--- src/rtl/phase_strobe_pkg.sv ---
package phase_strobe_pkg;

    // Ratios the block supports between frame clock and link clock.
    function automatic bit ratio_supported(input int unsigned r);
        return (r == 1) || (r == 2) || (r == 4);
    endfunction

    // Width of a counter that runs modulo r (at least one bit).
    function automatic int unsigned mod_width(input int unsigned r);
        return (r > 2) ? $clog2(r) : 1;
    endfunction

endpackage

--- src/rtl/phase_ref_sync.sv ---
module phase_ref_sync #(
    parameter int unsigned STAGES = 2
) (
    input  logic clk,
    input  logic rst_n,
    input  logic ref_in,
    output logic rise
);

    typedef struct packed {
        logic [STAGES-1:0] chain;
        logic              last;
    } sync_state_t;

    sync_state_t st_d, st_q;

    generate
        if (STAGES < 2) begin : g_bad_stages
            $fatal(1, "phase_ref_sync: STAGES must be at least 2");
        end
    endgenerate

    always_comb begin
        st_d       = st_q;
        st_d.chain = {st_q.chain[STAGES-2:0], ref_in};
        st_d.last  = st_q.chain[STAGES-1];
        if (!rst_n) begin
            st_d = '0;
        end
    end

    always_ff @(posedge clk) begin
        st_q <= st_d;
    end

    // Rising edge of the synchronised reference.
    assign rise = st_q.chain[STAGES-1] & ~st_q.last;

endmodule

--- src/rtl/phase_counter.sv ---
module phase_counter
    import phase_strobe_pkg::*;
#(
    parameter int unsigned RATIO = 4
) (
    input  logic clk,
    input  logic rst_n,
    input  logic rise,
    output logic phase
);

    localparam int unsigned CW                = mod_width(RATIO);
    localparam logic [CW-1:0] TOP_VAL         = CW'(RATIO - 1);

    typedef struct packed {
        logic [CW-1:0] cnt;
        logic          strobe;
    } ctr_state_t;

    ctr_state_t st_d, st_q;

    always_comb begin
        st_d = st_q;
        if (rise) begin
            st_d.cnt = '0;
        end else if (st_q.cnt == TOP_VAL) begin
            st_d.cnt = '0;
        end else begin
            st_d.cnt = st_q.cnt + 1'b1;
        end
        st_d.strobe = (st_d.cnt == '0);
        if (!rst_n) begin
            st_d = '0;
        end
    end

    always_ff @(posedge clk) begin
        st_q <= st_d;
    end

    assign phase = st_q.strobe;

endmodule

--- src/rtl/phase_strobe_gen.sv ---
module phase_strobe_gen
    import phase_strobe_pkg::*;
#(
    parameter int unsigned RATIO       = 4,
    parameter int unsigned SYNC_STAGES = 2
) (
    input  logic clk_frame,
    input  logic rst_n,
    input  logic link_ref,
    output logic phase_out
);

    logic link_rise;

    generate
        if (!ratio_supported(RATIO)) begin : g_bad_ratio
            $fatal(1, "phase_strobe_gen: RATIO must be 1, 2 or 4");
        end else if (RATIO == 1) begin : g_same_clock
            // Frame and link clocks coincide: every cycle is a phase cycle.
            logic unused_inputs;
            assign unused_inputs = clk_frame ^ rst_n ^ link_ref;
            assign link_rise     = 1'b0;
            assign phase_out     = 1'b1;
        end else begin : g_divided
            phase_ref_sync #(
                .STAGES (SYNC_STAGES)
            ) u_sync (
                .clk    (clk_frame),
                .rst_n  (rst_n),
                .ref_in (link_ref),
                .rise   (link_rise)
            );

            phase_counter #(
                .RATIO (RATIO)
            ) u_ctr (
                .clk   (clk_frame),
                .rst_n (rst_n),
                .rise  (link_rise),
                .phase (phase_out)
            );
        end
    endgenerate

endmodule

--- config.mk ---
export PLATFORM = sky130hd
export DESIGN_NAME = phase_strobe_gen
export DESIGN_NICKNAME = d
export VERILOG_FILES = /design/src/rtl/phase_strobe_pkg.sv /design/src/rtl/phase_ref_sync.sv /design/src/rtl/phase_counter.sv /design/src/rtl/phase_strobe_gen.sv
export SDC_FILE = /design/constraint.sdc
export NUM_CORES = 1
export LEC_CHECK = 0
export ABC_CLOCK_PERIOD_IN_PS = 1670
export BUFFER_PORTS_ARGS = -buffer_cell sky130_fd_sc_hd__buf_2
export CAP_MARGIN = 10
export CELL_PAD_IN_SITES_DETAIL_PLACEMENT = 1
export CELL_PAD_IN_SITES_GLOBAL_PLACEMENT = 2
export CORE_AREA = 2 2 39 41
export CTS_BUF_LIST = sky130_fd_sc_hd__clkbuf_16
export DETAILED_ROUTE_END_ITERATION = 8
export DIE_AREA = 0 0 41 43
export MAX_ROUTING_LAYER = met4
export PLACE_DENSITY = 0.48
export SYNTH_ARGS = -nofsm -noshare
export SYNTH_HDL_FRONTEND = slang
export SYNTH_HIERARCHICAL = 1
export SYNTH_SLANG_ARGS = --single-unit
--- constraint.sdc ---
create_clock -name clk_frame -period 1.67 [get_ports clk_frame]
set_input_delay 0.334 -clock clk_frame [delete_from_list [all_inputs] [get_ports clk_frame]]
set_output_delay 0.334 -clock clk_frame [all_outputs]
set_load 0.005 [all_outputs]
==> flow_metrics.tcl <==
set metrics [dict create \
    synth_commonest_cells "dfxtp_1 (6), and2_1 (3)" \
    drive_above_1_share_pct 38.10 \
    drtIter0Drc 1 \
    die_w_um 41 \
    multi_input_area_sq_um 81.33 \
    drv_slew 0 \
    holdCritStartpoint "link_ref" \
    ys_types 8 \
    cts_max_path_buffers 2 \
    cp_data_required_time_ps 1790 \
    grt_pass1_vias 142 \
    cts_tree "yes" \
    swShare_pct 16.92 \
    synth.yosys.seq_area_share_pct 59.63 \
    synth_area_per_cell_sq_um 13.43 \
    grt_util_all_layers_pct 7.010 \
    sequentialPowerShare_pct 27.8 \
    ys_seq_elements 6 \
    synth_top_area_share_pct 59.63 \
    cts-hold-fix-buffers 0 \
    max_freq_mhz 989.2 \
    intPower_mw 0.4800 \
    synth_edf_count 0 \
    cts-root-buf "clkbuf_16" \
    dieArea_sq_um 1763 \
    viasPerCell 3.595 \
    synth_area_leaders "dfxtp_1 (60%), and2_1 (9.3%), nor2b_4 (6.8%), ha_1 (6.2%), and3b_2 (5.0%)" \
    wirelength_um 360 \
    setup_violations 0 \
    reg2reg_slack_ps 660 \
    period_minus_slack_ps 1011 \
    h-tree-depth 1 \
    power.leakage_nw 0.1411 \
    port-buffer-count 3 \
    status "finished clean" \
    critPathMaxFanout 3 \
    ir_drop_mv 0.4954 \
    finalHoldViolCount 0 \
    grt_pass1_wl_um 621 \
    synthFlopType "dfxtp_1" \
    netSwitchingPower_mw 0.09778 \
    tns_ps 0 \
    antenna_found_initial 0 \
    grt_max_degree 7 \
    core_sq_um 1384 \
    yosys_warnings 6 \
    final_cells 37 \
    synthCells 15 \
    vias 133 \
    wire_per_inst_um 9.730 \
    drcViolationCount 0 \
    synth_area_leader_cell "dfxtp_1" \
    worst_slew_pin_slew_ps 210.7 \
    fillerInstances 154 \
    fin_crit_sh_pct 60.54 \
    clk_latency_ps 230 \
    ant_nets 0 \
    worst_setup_hold_path_clk_slew_ps 30 \
    r2r-start "g_divided.u_ctr/st_q[1]$_SDFF_PN0_" \
    num_rows 14 \
    reg2reg_to "g_divided.u_ctr/phase$_SDFF_PN0_" \
    min_to "g_divided.u_sync/st_q[1]$_SDFF_PN0_" \
    die_y_um 43 \
    clockPowerShare_pct 67.6 \
    path_class "reg2reg" \
    io_pins 4 \
    end_kind "flop" \
    initial_core_util_pct 14.56 \
    cts_made_buffers 3 \
    fin_nets 27 \
    crit_path_start_kind "flop" \
    power_frac_comb_pct 4.6 \
    power.density_nw_per_um2 1855 \
    finClkSkew_ps 0.2669 \
    antennaDiodeCount 0 \
    cts_num_sinks 6 \
    slew_headroom_pct 85.75 \
    synth_async_sr_flop_share_pct 0 \
    min_path_type "in2reg" \
    first_pass_iters 2 \
    area_growth_pct 54.66 \
    reg2reg_depth 3 \
    crit_arrival_ps 1130 \
    dp_cells 34 \
    synthMostInstantiatedCell "dfxtp_1" \
    ctsResizeCount 0 \
    timing.max_cap.violations 0 \
    syn-num-nets 19 \
    rsz0062_at_grt "false" \
    regArea_sq_um 120.1 \
    gr-total-overflow 0 \
    finalPower_mw 0.5778 \
    post_cts_buffers 0 \
    syn_area_sq_um 201.4 \
    hold_path_depth 2 \
    gp_congestion 0.5751 \
]
==> metal layers <==
| metal | GRT usage (%) | up-vias | routed length [um] | share of wire [%] |
|---|---|---|---|---|
| li1 | - | 63 | - | - |
| met4 | 10.00 | 0 | 20 | 5.6 |
| met3 | 7.853 | 3 | 41 | 11 |
| met2 | 5.938 | 6 | 152 | 42 |
| met1 | 6.149 | 61 | 145 | 40 |
| met5 | - | - | 0 | 0 |
==> power by group through the flow <==
| stage | Combinational, mW | Sequential (mW) | Clock [mW] |
|---|---|---|---|
| 2_1_floorplan | 0.0177 | 0.161 | 0 |
| 3_3_place_gp | 0.0255 | 0.161 | 0 |
| 3_5_place_dp | 0.0269 | 0.163 | 0 |
| 4_1_cts | 0.0272 | 0.161 | 0.398 |
| 5_1_grt | 0.0304 | 0.162 | 0.410 |
| 6_report | 0.0265 | 0.161 | 0.391 |
==> flip-flops by register name (all words and copies together), names as in the netlist <==
name / cells
g_divided.u_ctr/phase: 1
g_divided.u_sync/st_q: 3
g_divided.u_ctr/st_q: 2
==> cell type report <==
class | instances | share of cell area (%)
Clock buffer | 3 | 24.10
Sequential cell | 6 | 38.55
Timing Repair Buffer | 3 | 4.819
Multi-Input combinational cell | 9 | 26.10
Tap cell | 16 | 6.426
==> stage by stage <==
step | setup WS, ps | area [sq um] | hold slack (ps) | utilization [%]
finish | 659.1 | 311.5 | 308.9 | 22.51
global route | 610.6 | 311.5 | 315.2 | 22.51
CTS | 649.4 | 311.5 | 307.6 | 22.51
detailed placement | 661.2 | 236.5 | 416.7 | 17.09
global placement | 693.1 | 236.5 | 407.8 | 17.09
floorplan | 707.8 | 201.4 | 405.7 | -
==> worst max-delay path, stage by stage, from the launching register on <==
cell     delay (ps)
dfxtp_1         320
ha_1            280
o21ba_1         140
o21a_1          160
==> worst max-delay path by stage <==
stage / from / endpoint
after CTS: g_divided.u_ctr/st_q[1]$_SDFF_PN0_ / g_divided.u_ctr/phase$_SDFF_PN0_
final: g_divided.u_ctr/st_q[1]$_SDFF_PN0_ / g_divided.u_ctr/phase$_SDFF_PN0_
after floorplan: g_divided.u_ctr/st_q[1]$_SDFF_PN0_ / g_divided.u_ctr/phase$_SDFF_PN0_
after global routing: g_divided.u_ctr/st_q[1]$_SDFF_PN0_ / g_divided.u_ctr/phase$_SDFF_PN0_
after detailed placement: g_divided.u_ctr/st_q[1]$_SDFF_PN0_ / g_divided.u_ctr/phase$_SDFF_PN0_
after global placement: g_divided.u_ctr/st_q[1]$_SDFF_PN0_ / g_divided.u_ctr/phase$_SDFF_PN0_
==> logic make-up (layout without fill, tap and decap cells) <==
family                     count (synthesis)  in the layout  share of synthesized area, %
AOI/OAI and AO/OA                          2              2                         8.697
adders and majority gates                  1              1                         6.210
buffers and inverters                      0              6                             0
DFF                                        6              6                         59.63
and+or+nand+nor                            6              6                         25.47
==> cell usage in the layout, fill, tap and decap left out <==
cell and n:
buf_2 3, nor2b_4 1, ha_1 1, and2_1 3, dfxtp_1 6, and3b_2 1, clkbuf_16 3, o21a_1 1
nor4b_1 1, o21ba_1 1
(Power assumes the default switching activity.)
